[config.mk]
export PLATFORM = sky130hd
export DESIGN_NAME = fault_status_unit
export DESIGN_NICKNAME = d
export VERILOG_FILES = /design/src/rtl/fault_status_unit.sv
export SDC_FILE = /design/constraint.sdc
export NUM_CORES = 1
export LEC_CHECK = 0
export ABC_AREA = 1
export BUFFER_PORTS_ARGS = -buffer_cell sky130_fd_sc_hd__buf_2
export CAP_MARGIN = 20
export CORE_AREA = 2 2 84 86
export CTS_CLUSTER_SIZE = 40
export DETAILED_ROUTE_END_ITERATION = 6
export DIE_AREA = 0 0 86 88
export PLACE_DENSITY = 0.77
export SYNTH_ARGS = -nofsm -noshare
export SYNTH_HDL_FRONTEND = slang
export SYNTH_SLANG_ARGS = --single-unit
[constraint.sdc]
create_clock -name clk -period 1.3 [get_ports clk]
set_input_delay 0.13 -clock clk [delete_from_list [all_inputs] [get_ports clk]]
set_output_delay 0.13 -clock clk [all_outputs]
set_load 0.005 [all_outputs]
[src/rtl/fault_status_unit.sv]
module fault_status_unit #(
  parameter int ADDR_W = 32,
  parameter int DATA_W = 32
) (
  input  logic              clk,
  input  logic              rst_n,
  input  logic              flt_valid,
  input  logic [3:0]        flt_kind,
  input  logic [2:0]        flt_code,
  input  logic [1:0]        flt_level,
  input  logic [ADDR_W-1:0] flt_addr,
  input  logic [1:0]        reg_sel,
  input  logic              reg_we,
  input  logic [DATA_W-1:0] reg_wdata,
  output logic [DATA_W-1:0] reg_rdata,
  output logic              irq
);
  localparam logic [1:0] SEL_STAT = 2'd0;
  localparam logic [1:0] SEL_ADDR = 2'd1;
  localparam logic [1:0] SEL_CTRL = 2'd2;

  logic [3:0]        flags_q;
  logic [2:0]        code_q;
  logic [1:0]        level_q;
  logic [ADDR_W-1:0] addr_q;
  logic              irq_en_q;

  logic clr, hit, first;
  logic [DATA_W-1:0] stat_word;

  assign clr   = reg_we && (reg_sel == SEL_STAT) && (reg_wdata == '0);
  assign hit   = flt_valid && (flt_kind != 4'b0);
  assign first = hit && (clr || (flags_q == 4'b0));

  always_ff @(posedge clk or negedge rst_n) begin
    if (!rst_n) begin
      flags_q  <= '0;
      code_q   <= '0;
      level_q  <= '0;
      addr_q   <= '0;
      irq_en_q <= 1'b0;
    end else begin
      if (clr) begin
        flags_q <= '0;
        code_q  <= '0;
        level_q <= '0;
        addr_q  <= '0;
      end
      if (hit)
        flags_q <= (clr ? 4'b0 : flags_q) | flt_kind;
      if (first) begin
        code_q  <= flt_code;
        level_q <= flt_level;
        addr_q  <= flt_addr;
      end
      if (reg_we && (reg_sel == SEL_CTRL))
        irq_en_q <= reg_wdata[0];
    end
  end

  always_comb begin
    stat_word        = '0;
    stat_word[2:0]   = flags_q[2:0];
    stat_word[4]     = flags_q[3];
    stat_word[10:8]  = code_q;
    stat_word[13:12] = level_q;
  end

  always_comb begin
    reg_rdata = '0;
    case (reg_sel)
      SEL_STAT: reg_rdata = stat_word;
      SEL_ADDR: reg_rdata[ADDR_W-1:0] = addr_q;
      SEL_CTRL: reg_rdata[0] = irq_en_q;
      default:  reg_rdata = '0;
    endcase
  end

  assign irq = irq_en_q && (flags_q != 4'b0);
endmodule


==> reports/summary.json, run 1 <==
{
  "sta": {
    "slew-limit-headroom": 0.702,
    "layout_min_cycle_time_ns": 1.43,
    "final_max_slew_viol_count": 0,
    "post-route-period-util": 1.10,
    "final.setup.worst_slack_ns": -0.126,
    "rsz0062_at_grt": "true",
    "finalSetupTns_ns": -2.74,
    "worst_slew_pin_slew_ns": 0.448,
    "final-setup-viol-count": 39,
    "final_hold_violating_endpoints": 0,
    "finClkSkew_ns": 0.00543,
    "fmax_ghz": 0.701
  },
  "power_and_ir_drop": {
    "clock_power_share": 0.268,
    "intPower_mw": 2.12,
    "p_per_area_mw_per_mm2": 832,
    "power_mw": 2.97,
    "net_switching_power_mw": 0.845,
    "switching_share": 0.285,
    "p_leak_nw": 1.91,
    "max-vdd-ir-drop_mv": 0.559,
    "seqPwrFrac": 0.517,
    "comb_power_share": 0.214
  },
  "yosys": {
    "yosysWarningCount": 0,
    "synth_seq_area_share": 0.431,
    "synth.area.mux_share": 0,
    "main_combinational_cell_family_by_area_after_synthesis": "simple AND/OR/NAND/NOR gates",
    "yosys.area_share.simple": 0.309,
    "xor_xnor_share_of_the_synthesized_area": 0,
    "synth_area_leaders": "dfrtp_1 (43%), o211ai_1 (12%), nand2_1 (11%)",
    "yosys_register_bits": 42,
    "synthCells": 322,
    "synth-compound-area-share": 0.135,
    "yosys.area.top_type": "dfrtp_1",
    "synth_adder_area_share": 0,
    "synth_nets": 401,
    "netlist_area_mm2": 0.00244,
    "synth_largest_type_area_fraction": 0.431,
    "count_of_different_cell_masters_after_synthesis": 23,
    "post_synth.cell_area_avg_um2": 7.57
  },
  "drt": {
    "detail_route.vias_per_cell": 4.97,
    "num_vias": 2625,
    "drc_errors": 0,
    "totalWireLength_um": 7270,
    "post_route_antenna_net_violation_count": 0,
    "wire_per_inst_um": 13.8,
    "drt_pre_antenna_iters": 5,
    "drt-initial-drc-count": 125
  },
  "floorplan": {
    "fp.dieH_um": 88,
    "std_cell_rows": 30,
    "floorplan.die.width_um": 86,
    "design.portCount": 112,
    "core_mm2": 0.00664,
    "dieArea_mm2": 0.00757,
    "initial_cell_density_of_the_core": 0.367
  },
  "worst_setup_path": {
    "cp_data_required_time_ns": 1.17,
    "cp_data_arrival_time_ns": 1.30,
    "crit_path_cell_trace": "inv_1 -> nand4_1 -> buf_6 -> and2_4 -> buf_6",
    "critical_path.max_stage_delay_ns": 0.39,
    "worst-r2r-setup-slack_ns": -0.10,
    "worstPathMaxFanout": 2,
    "critPathMostFrequentCell": "buf_6",
    "critPathLaunch": "flags_q[3]",
    "end_kind": "primary output",
    "slowest_stage": "dfrtp_1",
    "worstReg2RegEnd": "addr_q[1]",
    "critPathKind": "reg2out",
    "crit-reg2reg-launch": "flags_q[3]",
    "start_kind": "flop",
    "worst_r2r_path_depth": 8
  },
  "placed_design": {
    "detailedPlacementHpwl_um": 5040,
    "total_of_buffers_placed_on_input_and_output_ports": 111,
    "global_placer_s_final_weighted_congestion": 0.885
  },
  "layout": {
    "drive_gt1_frac": 0.417,
    "nets_final": 527,
    "insertedDiodeCount": 0,
    "area_growth_pct": 46.4,
    "fill_cells": 621
  },
  "clocking": {
    "numCtsBuffers": 5,
    "numClockSinks": 42,
    "cts_root_buffer": "clkbuf_8",
    "clk_latency_ns": 0.29,
    "cts_max_level": 2,
    "clock_tree_from_tritoncts": "done",
    "cts_max_path_buffers": 2,
    "clkTransAtPathRegs_ns": 0.08
  },
  "min_path": {
    "worstHoldPathType": "in2reg",
    "worstHoldEndpoint": "addr_q[0]",
    "holdCritStartpoint": "flt_addr[0]",
    "min_path_cells": 3
  },
  "global_route": {
    "grt_overflow_total": 0,
    "grt_pass1_vias": 2603,
    "grt_start_max_net_pins": 28,
    "globalRouteTotalUtil": 0.189,
    "antenna_found_initial": 0,
    "grt_first_pass_wirelength_um": 11500
  },
  "outcome": {
    "failed_checks": "negative setup slack",
    "outcome": "complete, but fails checks"
  },
  "flow_run": {
    "max_cap_viol_count": 0
  }
}
power by group through the flow:
stage	logic (mW)	clock network (mW)	registers, mW
after global placement	0.588	0	1.55
after detailed placement	0.607	0	1.56
after floorplan	0.312	0	1.53
final	0.637	0.796	1.54
after global routing	0.725	0.887	1.55
after CTS	0.613	0.818	1.53
critical path: cells and delay by family, from the launching register on:
family / cells / cell delay (ns)
AND/OR/NAND/NOR: 2 / 0.28
buffers and inverters: 3 / 0.33
flip-flops: 1 / 0.39
worst max path at each step:
stage,to,slack [ns],cells after the start
after floorplan,addr_q[0],0.01,6
after global placement,addr_q[15],0.03,10
after detailed placement,addr_q[7],0.01,10
after CTS,irq,-0.09,5
after global routing,irq,-0.18,5
final,irq,-0.13,5
kinds of logic after synthesis:
kind of cell | Yosys count
AO/OA/AOI/OAI | 46
buffers and inverters | 71
AND/OR/NAND/NOR | 163
flip-flops | 42
state kept, by name, summed over array words and instances, names as in the netlist:
| signal | flops |
|---|---|
| addr_q | 32 |
| flags_q | 4 |
| code_q | 3 |
| level_q | 2 |
| irq_en_q | 1 |
through the flow:
stage / area (µm²) / utilization / setup slack (ns) / cells / hold slack (ns)
global route: 3570 / 0.537 / -0.181 / 528 / 0.0534
global placement: 3160 / 0.476 / 0.0330 / 507 / 0.0916
floorplan: 2440 / - / 0.0137 / 322 / -0.166
detailed placement: 3160 / 0.476 / 0.0116 / 507 / 0.104
CTS: 3320 / 0.499 / -0.0889 / 521 / 0.0502
finish: 3570 / 0.537 / -0.126 / 528 / 0.0581
area by class of cell:
type	count	area [µm²]	share of cell area
Multi-Input combinational cell	209	1210	0.338
Sequential cell	42	1050	0.295
Timing Repair Buffer	141	950	0.266
Inverter	49	184	0.0515
Tap cell	80	100	0.0281
Clock buffer	7	76.3	0.0214
cells in the final DEF, fill, tap and decap left out, types with 6 or more instances in the layout:
cell and count:
buf_2 110, nand2_1 67, inv_1 45, dfrtp_1 42, o211ai_1 38, nor2_1 37, nand3_2 29, nand3_1 20
buf_4 16, buf_12 6
repair_timing:
| action | CTS | global route |
|---|---|---|
| buffers inserted | 6 | 2 |
| endpoints found under the hold margin | 17 | 0 |
| gates resized for setup | 2 | 28 |
| endpoints found under the setup margin | 1 | 40 |
| hold buffers | 1 | 0 |
| pin swaps | 2 | 5 |
| gates cloned | 0 | 5 |
layer usage:
layer	part of all wire	vias to the layer above	global-route usage	routed length [µm]
li1	-	1288	-	-
met1	0.41	1235	0.220	2990
met2	0.51	92	0.344	3700
met3	0.062	10	0.0349	447
met4	0.017	0	0.0779	124
met5	0	-	0	0
cell usage after synthesis, drive strengths merged:
| master | count |
|---|---|
| nand4 | 1 |
| and2 | 2 |
| nor2 | 39 |
| dfrtp | 42 |
| nand3 | 50 |
| o21ai | 8 |
| clkbuf | 10 |
| o211ai | 38 |
| inv | 49 |
| buf | 12 |
| nand2 | 71 |
Power figures use the tool's default switching activity.
==> run 2, diff against run 1 <==
==> constraint.sdc (replaced) <==
create_clock -name clk -period 1.3 [get_ports clk]
set_input_delay 0.195 -clock clk [delete_from_list [all_inputs] [get_ports clk]]
set_output_delay 0.195 -clock clk [all_outputs]
set_load 0.005 [all_outputs]
==> reports/summary.json, run 2 (synthesis results as in run 1) <==
{
  "placed_design": {
    "total_of_buffers_placed_on_input_and_output_ports": {"value": 111, "change": "unchanged"},
    "placedCellCount": {"value": 508, "change": "was 507"},
    "dpl-instance-area": {"value": 0.00318, "unit": "mm²", "change": "was 0.00316 mm²"},
    "global_placer_s_final_weighted_congestion": {"value": 0.905, "change": "was 0.885"},
    "detailedPlacementHpwl": {"value": 4980, "unit": "µm", "change": "was 5040 µm"}
  },
  "layout": {
    "largest-register": {"value": "addr_q", "change": "unchanged"},
    "area_growth": {"value": 40.8, "unit": "%", "change": "was 46.4%"},
    "largest_register_ff_count": {"value": 32, "change": "unchanged"},
    "final_cells": {"value": 522, "change": "was 528"},
    "layout.cell_area.non_filler": {"value": 0.00343, "unit": "mm²", "change": "was 0.00357 mm²"},
    "fill_cells": {"value": 648, "change": "was 621"},
    "reg.largest.list": {"value": "addr_q: 32 flops, flags_q: 4 flops, code_q: 3 flops", "change": "unchanged"},
    "nets_final": {"value": 520, "change": "was 527"},
    "final_common_cell": {"value": "buf_2", "change": "unchanged"},
    "fin_util": {"value": 0.517, "change": "was 0.537"},
    "mostFrequentLayoutCells": {"value": "buf_2 (111), nand2_1 (67), inv_1 (45)", "change": "was buf_2 (110), nand2_1 (67), inv_1 (45)"},
    "insertedDiodeCount": {"value": 0, "change": "unchanged"},
    "drive_gt1_frac": {"value": 0.369, "change": "was 0.417"}
  },
  "sta": {
    "fmax": {"value": 0.732, "unit": "GHz", "change": "was 0.701 GHz"},
    "final_hold_violating_endpoints": {"value": 0, "change": "unchanged"},
    "final.setup.worst_slack": {"value": -0.0653, "unit": "ns", "change": "was -0.126 ns"},
    "finalHoldWorstSlack": {"value": 0.121, "unit": "ns", "change": "was 0.0581 ns"},
    "layout_min_cycle_time": {"value": 1.37, "unit": "ns", "change": "was 1.43 ns"},
    "finClkSkew": {"value": 0.00576, "unit": "ns", "change": "was 0.00543 ns"},
    "worst_slew_pin_slew": {"value": 0.430, "unit": "ns", "change": "was 0.448 ns"},
    "final-setup-viol-count": {"value": 38, "change": "was 39"},
    "rsz0062_at_grt": {"value": "true", "change": "unchanged"},
    "final_max_slew_viol_count": {"value": 0, "change": "unchanged"},
    "finalSetupTns": {"value": -1.51, "unit": "ns", "change": "was -2.74 ns"},
    "slew-limit-headroom": {"value": 0.714, "change": "was 0.702"},
    "post-route-period-util": {"value": 1.05, "change": "was 1.10"}
  },
  "worst_setup_path": {
    "slowest_stage": {"value": "dfrtp_1", "change": "unchanged"},
    "end_kind": {"value": "flop", "change": "was primary output"},
    "critical_path.max_stage_delay": {"value": 0.40, "unit": "ns", "change": "was 0.39 ns"},
    "crit_path_cell_trace": {"value": "inv_2 -> nand4_1 -> buf_4 -> buf_12 -> nand2_8 -> clkbuf_16 -> nand3_1 -> nand2_1", "change": "was inv_1 -> nand4_1 -> buf_6 -> and2_4 -> buf_6"},
    "cp_data_required_time": {"value": 1.54, "unit": "ns", "change": "was 1.17 ns"},
    "start_kind": {"value": "flop", "change": "unchanged"},
    "critPathKind": {"value": "reg2reg", "change": "was reg2out"},
    "cp_data_arrival_time": {"value": 1.60, "unit": "ns", "change": "was 1.30 ns"},
    "worstPathMaxFanout": {"value": 12, "change": "was 2"}
  },
  "global_route": {
    "grt.busiest_layer": {"value": "met2", "change": "unchanged"},
    "grtUsageMet2": {"value": 0.329, "change": "was 0.344"},
    "grt_overflow_total": {"value": 0, "change": "unchanged"},
    "grt_first_pass_wirelength": {"value": 11300, "unit": "µm", "change": "was 11500 µm"},
    "globalRouteTotalUtil": {"value": 0.187, "change": "was 0.189"},
    "global_route.usage.met1": {"value": 0.222, "change": "was 0.220"},
    "grt_start_max_net_pins": {"value": 42, "change": "was 28"},
    "grt_pass1_vias": {"value": 2554, "change": "was 2603"},
    "antenna_found_initial": {"value": 0, "change": "unchanged"},
    "m3_gr_usage": {"value": 0.0386, "change": "was 0.0349"}
  },
  "power_and_ir_drop": {
    "p_leak": {"value": 1.89, "unit": "nW", "change": "was 1.91 nW"},
    "max-vdd-ir-drop": {"value": 0.534, "unit": "mV", "change": "was 0.559 mV"},
    "p_per_area": {"value": 936, "unit": "mW/mm²", "change": "was 832 mW/mm²"}
  },
  "clocking": {
    "clk_latency": {"value": 0.29, "unit": "ns", "change": "about the same"},
    "clkTransAtPathRegs": {"value": 0.09, "unit": "ns", "change": "was 0.08 ns"},
    "numCtsBuffers": {"value": 5, "change": "unchanged"},
    "cts_root_buffer": {"value": "clkbuf_8", "change": "unchanged"},
    "clock_tree_from_tritoncts": {"value": "done", "change": "unchanged"},
    "cts_max_path_buffers": {"value": 2, "change": "unchanged"},
    "cts_max_level": {"value": 2, "change": "unchanged"},
    "numClockSinks": {"value": 42, "change": "unchanged"}
  },
  "drt": {
    "post_route_antenna_net_violation_count": {"value": 0, "change": "unchanged"},
    "totalWireLength": {"value": 6910, "unit": "µm", "change": "was 7270 µm"},
    "drt_pre_antenna_iters": {"value": 5, "change": "unchanged"},
    "num_vias": {"value": 2575, "change": "was 2625"},
    "wire_per_inst": {"value": 13.2, "unit": "µm", "change": "was 13.8 µm"},
    "drc_errors": {"value": 0, "change": "unchanged"},
    "detail_route.vias_per_cell": {"value": 4.93, "change": "was 4.97"},
    "drt-initial-drc-count": {"value": 118, "change": "was 125"}
  },
  "floorplan": {
    "floorplan.die.width": {"value": 86, "unit": "µm", "change": "unchanged"},
    "fp.dieH": {"value": 88, "unit": "µm", "change": "unchanged"},
    "dieArea": {"value": 0.00757, "unit": "mm²", "change": "unchanged"},
    "core": {"value": 0.00664, "unit": "mm²", "change": "unchanged"},
    "design.portCount": {"value": 112, "change": "unchanged"},
    "initial_cell_density_of_the_core": {"value": 0.367, "change": "unchanged"},
    "std_cell_rows": {"value": 30, "change": "unchanged"}
  },
  "min_path": {
    "worstHoldPathType": {"value": "in2reg", "change": "unchanged"}
  },
  "flow_run": {
    "max_cap_viol_count": {"value": 0, "change": "unchanged"}
  },
  "outcome": {
    "outcome": {"value": "complete, but fails checks", "change": "unchanged"},
    "failed_checks": {"value": "negative setup slack", "change": "unchanged"}
  }
}
[run 2: area by class of cell]
type | instances | area (µm²) | share of cell area
Inverter | 49 | 184 | 0.0536
Sequential cell | 42 | 1050 | 0.306
Clock inverter | 3 | 48.8 | 0.0142
Multi-Input combinational cell | 209 | 1100 | 0.321
Clock buffer | 5 | 68.8 | 0.0201
Timing Repair Buffer | 134 | 877 | 0.256
Tap cell | 80 | 100 | 0.0292
[run 2: metal layers]
layer	part of all wire	wire, µm
met2	0.50	3460
met1	0.41	2860
met3	0.060	415
met5	0	0
met4	0.025	176
[run 2: path summary, 6_finish.rpt]
kind	from	endpoint	slack (ns)	depth (start not counted)
hold / removal	flt_addr[7]	addr_q[7]	0.12	3
min in group asynchronous	rst_n	addr_q[11]	0.38	2
setup / recovery	flags_q[3]	addr_q[19]	-0.07	8
setup reg to reg	flags_q[3]	addr_q[19]	-0.07	8
max in group asynchronous	rst_n	code_q[0]	0.45	3
hold reg to reg	flags_q[0]	flags_q[0]	0.49	2
[run 2: timing repair]
| item | 4_1_cts | 5_1_grt |
|---|---|---|
| endpoints found under the hold margin | 17 | 0 |
| cloned | 1 | 2 |
| endpoints found under the setup margin | 19 | 40 |
| pin swaps | 1 | 3 |
| buffers inserted | 1 | 1 |
| gates resized for setup | 3 | 6 |
| hold buffers | 1 | 0 |
[run 2: through the flow]
| step | setup WS (ns) | power [mW] |
|---|---|---|
| final | -0.0653 | 3.21 |
| after global routing | -0.129 | 3.41 |
| after CTS | -0.0385 | 3.23 |
| after detailed placement | -0.0371 | 2.18 |
| after global placement | 0.0121 | 2.15 |
| after floorplan | 0.00744 | 1.84 |
[run 2: where the power goes]
part	switching (mW)	total [mW]	internal [mW]
Combinational	0.313	0.617	0.304
Clock	0.475	1.06	0.585
Sequential	0.0870	1.54	1.45
Total	0.875	3.21	2.34
[run 2: worst max-delay path, delay by kind of cell (launching register included)]
kind,cells,cell delay (ns)
buf+inv,4,0.54
flops,1,0.40
simple gates,4,0.35
==> run 3, diff against run 2 <==
--- a/config.mk
+++ b/config.mk
@@ -5,7 +5,7 @@
 export SDC_FILE = /design/constraint.sdc
 export NUM_CORES = 1
 export LEC_CHECK = 0
-export ABC_AREA = 1
+export ABC_AREA = 0
 export BUFFER_PORTS_ARGS = -buffer_cell sky130_fd_sc_hd__buf_2
 export CAP_MARGIN = 20
 export CORE_AREA = 2 2 84 86
==> reports/summary.json, run 3 <==
{
  "outcome": {
    "failed_checks": {"value": "negative setup slack", "change": "unchanged"},
    "outcome": {"value": "complete, but fails checks", "change": "unchanged"}
  },
  "yosys": {
    "count_of_different_cell_masters_after_synthesis": {"value": 24, "change": "was 23"},
    "yosys_register_bits": {"value": 42, "change": "unchanged"},
    "yosys.area.top_type": {"value": "dfrtp_1", "change": "unchanged"},
    "synth_seq_area_share": {"value": 0.426, "change": "was 0.431"},
    "synth_nets": {"value": 328, "change": "was 401"},
    "synth.cells.most_frequent": {"value": "dfrtp_1 (42), nand2_1 (42), inv_1 (41)", "change": "was nand2_1 (69), inv_1 (46), dfrtp_1 (42)"},
    "synth_largest_type_area_fraction": {"value": 0.426, "change": "was 0.431"},
    "synthArstFlopShare": {"value": 1.00, "change": "unchanged"},
    "synthCells": {"value": 249, "change": "was 322"},
    "synth_area_leaders": {"value": "dfrtp_1 (43%), o32ai_2 (20%), nand2_1 (6.4%)", "change": "was dfrtp_1 (43%), o211ai_1 (12%), nand2_1 (11%)"},
    "synthFlopType": {"value": "dfrtp_1", "change": "unchanged"},
    "post_synth.cell_area_avg": {"value": 9.90, "unit": "µm²", "change": "was 7.57 µm²"},
    "yosysWarningCount": {"value": 0, "change": "unchanged"},
    "netlist_area": {"value": 0.00246, "unit": "mm²", "change": "was 0.00244 mm²"},
    "synth-edff-count": {"value": 0, "change": "unchanged"}
  },
  "placed_design": {
    "global_placer_s_final_weighted_congestion": {"value": 0.718, "change": "was 0.905"},
    "post-place-ws": {"value": -0.339, "unit": "ns", "change": "was -0.0371 ns"},
    "total_of_buffers_placed_on_input_and_output_ports": {"value": 111, "change": "unchanged"},
    "placedCellCount": {"value": 437, "change": "was 508"},
    "detailedPlacementHpwl": {"value": 4430, "unit": "µm", "change": "was 4980 µm"}
  },
  "clocking": {
    "clkTransAtPathRegs": {"value": 0.08, "unit": "ns", "change": "was 0.09 ns"},
    "clock_tree_from_tritoncts": {"value": "done", "change": "unchanged"},
    "cts_root_buffer": {"value": "clkbuf_8", "change": "unchanged"},
    "cts_max_path_buffers": {"value": 2, "change": "unchanged"},
    "numCtsBuffers": {"value": 5, "change": "unchanged"},
    "clk_latency": {"value": 0.28, "unit": "ns", "change": "was 0.29 ns"},
    "numClockSinks": {"value": 42, "change": "unchanged"},
    "cts_max_level": {"value": 2, "change": "unchanged"}
  },
  "layout": {
    "drive_gt1_frac": {"value": 0.545, "change": "was 0.369"},
    "nets_final": {"value": 471, "change": "was 520"},
    "largest-register": {"value": "addr_q", "change": "unchanged"},
    "fin_util": {"value": 0.585, "change": "was 0.517"},
    "insertedDiodeCount": {"value": 0, "change": "unchanged"},
    "fill_cells": {"value": 577, "change": "was 648"},
    "area_growth": {"value": 57.6, "unit": "%", "change": "was 40.8%"},
    "largest_register_ff_count": {"value": 32, "change": "unchanged"},
    "final_common_cell": {"value": "buf_2", "change": "unchanged"},
    "final_cells": {"value": 473, "change": "was 522"},
    "mostFrequentLayoutCells": {"value": "buf_2 (110), nand2_1 (42), dfrtp_1 (42)", "change": "was buf_2 (111), nand2_1 (67), inv_1 (45)"},
    "reg.largest.list": {"value": "addr_q: 32 flops, flags_q: 4 flops, code_q: 3 flops", "change": "unchanged"}
  },
  "drt": {
    "num_vias": {"value": 2349, "change": "was 2575"},
    "totalWireLength": {"value": 7190, "unit": "µm", "change": "was 6910 µm"},
    "detail_route.vias_per_cell": {"value": 4.97, "change": "was 4.93"},
    "wire_per_inst": {"value": 15.2, "unit": "µm", "change": "was 13.2 µm"},
    "drc_errors": {"value": 0, "change": "unchanged"},
    "drt-initial-drc-count": {"value": 71, "change": "was 118"},
    "post_route_antenna_net_violation_count": {"value": 0, "change": "unchanged"},
    "drt_pre_antenna_iters": {"value": 4, "change": "was 5"}
  },
  "sta": {
    "worst_slew_pin_slew": {"value": 0.368, "unit": "ns", "change": "was 0.430 ns"},
    "final_hold_violating_endpoints": {"value": 0, "change": "unchanged"},
    "slew-limit-headroom": {"value": 0.755, "change": "was 0.714"},
    "post-route-period-util": {"value": 1.13, "change": "was 1.05"},
    "finalHoldWorstSlack": {"value": 0.149, "unit": "ns", "change": "was 0.121 ns"},
    "final_max_slew_viol_count": {"value": 0, "change": "unchanged"},
    "final.setup.worst_slack": {"value": -0.163, "unit": "ns", "change": "was -0.0653 ns"},
    "fmax": {"value": 0.684, "unit": "GHz", "change": "was 0.732 GHz"},
    "rsz0062_at_grt": {"value": "true", "change": "unchanged"},
    "finClkSkew": {"value": 0.00187, "unit": "ns", "change": "was 0.00576 ns"},
    "final-setup-viol-count": {"value": 42, "change": "was 38"},
    "layout_min_cycle_time": {"value": 1.46, "unit": "ns", "change": "was 1.37 ns"}
  },
  "power_and_ir_drop": {
    "switching_share": {"value": 0.251, "change": "was 0.272"},
    "max-vdd-ir-drop": {"value": 0.394, "unit": "mV", "change": "was 0.534 mV"},
    "comb_power_share": {"value": 0.226, "change": "was 0.192"},
    "net_switching_power": {"value": 0.744, "unit": "mW", "change": "was 0.875 mW"},
    "seqPwrFrac": {"value": 0.486, "change": "was 0.478"},
    "clock_power_share": {"value": 0.288, "change": "was 0.330"},
    "intPower": {"value": 2.21, "unit": "mW", "change": "was 2.34 mW"},
    "power": {"value": 2.96, "unit": "mW", "change": "was 3.21 mW"},
    "p_per_area": {"value": 762, "unit": "mW/mm²", "change": "was 936 mW/mm²"},
    "p_leak": {"value": 2.02, "unit": "nW", "change": "was 1.89 nW"}
  },
  "global_route": {
    "grt_first_pass_wirelength": {"value": 10100, "unit": "µm", "change": "was 11300 µm"},
    "antenna_found_initial": {"value": 0, "change": "unchanged"},
    "grt_start_max_net_pins": {"value": 43, "change": "was 42"},
    "grt_pass1_vias": {"value": 2142, "change": "was 2554"},
    "grt_overflow_total": {"value": 0, "change": "unchanged"},
    "globalRouteTotalUtil": {"value": 0.171, "change": "was 0.187"}
  },
  "floorplan": {
    "fp.dieH": {"value": 88, "unit": "µm", "change": "unchanged"},
    "initial_cell_density_of_the_core": {"value": 0.371, "change": "was 0.367"},
    "design.portCount": {"value": 112, "change": "unchanged"},
    "core": {"value": 0.00664, "unit": "mm²", "change": "unchanged"},
    "std_cell_rows": {"value": 30, "change": "unchanged"},
    "dieArea": {"value": 0.00757, "unit": "mm²", "change": "unchanged"},
    "floorplan.die.width": {"value": 86, "unit": "µm", "change": "unchanged"}
  },
  "worst_setup_path": {
    "worstPathMaxFanout": {"value": 2, "change": "was 12"},
    "cp_data_required_time": {"value": 1.11, "unit": "ns", "change": "was 1.54 ns"},
    "start_kind": {"value": "flop", "change": "unchanged"},
    "critPathKind": {"value": "reg2out", "change": "was reg2reg"},
    "end_kind": {"value": "primary output", "change": "was flop"},
    "cp_data_arrival_time": {"value": 1.27, "unit": "ns", "change": "was 1.60 ns"}
  },
  "min_path": {
    "worstHoldPathType": {"value": "in2reg", "change": "unchanged"}
  },
  "flow_run": {
    "max_cap_viol_count": {"value": 0, "change": "unchanged"}
  }
}
[run 3: cell types whose count changed in the layout (fill, tap and decap cells not counted), moves of 4 or more]
cell	change
o211ai_1	-38
inv_1	-8
nand3_2	-11
nand3_1	-37
buf_4	+9
o32ai_2	+33
buf_6	+9
mux2i_1	+9
nand2_1	-25
o32ai_4	+4
and2_1	+22
nor2_1	-28
[run 3: cell families after synthesis]
| kind of cell | after synthesis | share of synthesized area |
|---|---|---|
| AOI/OAI and AO/OA | 44 | 0.241 |
| buffers and inverters | 61 | 0.109 |
| DFF | 42 | 0.426 |
| muxes | 10 | 0.0411 |
| and+or+nand+nor | 92 | 0.182 |
[run 3: area by class of cell]
| type | instances | area [µm²] | area share |
|---|---|---|---|
| clock buffers | 7 | 86.3 | 0.0222 |
| well taps | 80 | 100 | 0.0258 |
| inverters | 41 | 154 | 0.0396 |
| repair buffers | 156 | 1160 | 0.300 |
| clock inverters | 1 | 5.00 | 0.00129 |
| multi-input cells | 146 | 1320 | 0.341 |
| flip-flops and latches | 42 | 1050 | 0.271 |
[run 3: through the flow]
step,TNS [ns],instance area [µm²]
2_1_floorplan,-0.562,2550
3_3_place_gp,-23.60,3240
3_5_place_dp,-13.03,3260
4_1_cts,-2.82,3550
5_1_grt,-7.48,3880
6_report,-3.88,3880
[run 3: worst paths after layout]
path	from	end	slack [ns]	cells after the start
worst max-delay path	flags_q[3]	reg_rdata[4]	-0.16	5
worst min register to register	irq_en_q	irq_en_q	0.55	1
worst max register to register	flags_q[3]	code_q[2]	-0.12	7
min in group asynchronous	rst_n	addr_q[23]	0.40	3
max in group asynchronous	rst_n	addr_q[3]	0.69	3
worst min-delay path	flt_kind[3]	flags_q[3]	0.15	3
[run 3: repair_timing]
action	in CTS	in global routing
buffers inserted	6	13
hold endpoints to repair	42	0
gates resized for setup	13	22
endpoints found under the setup margin	60	68
pin swaps	2	6
cloned	2	8
hold buffers	1	0
[run 3: per-layer routing]
layer / vias to the layer above / GRT usage / wire length [µm]
li1: 1139 / - / -
met1: 1121 / 0.217 / 2960
met2: 85 / 0.300 / 3720
met3: 4 / 0.0349 / 474
met4: 0 / 0.0375 / 33
met5: - / 0 / 0
[run 3: power groups by stage]
stage | Clock (mW) | Combinational [mW] | Sequential, mW
2_1_floorplan | 0 | 0.316 | 1.45
3_3_place_gp | 0 | 0.578 | 1.46
3_5_place_dp | 0 | 0.587 | 1.46
4_1_cts | 0.880 | 0.612 | 1.44
5_1_grt | 0.938 | 0.735 | 1.45
6_report | 0.852 | 0.668 | 1.44
[run 3: critical path: stages, from the launching register on]
cell and delay (ns):
dfrtp_1 0.40, buf_4 0.14, buf_6 0.11, mux2i_1 0.14, nor2_1 0.07, buf_2 0.12
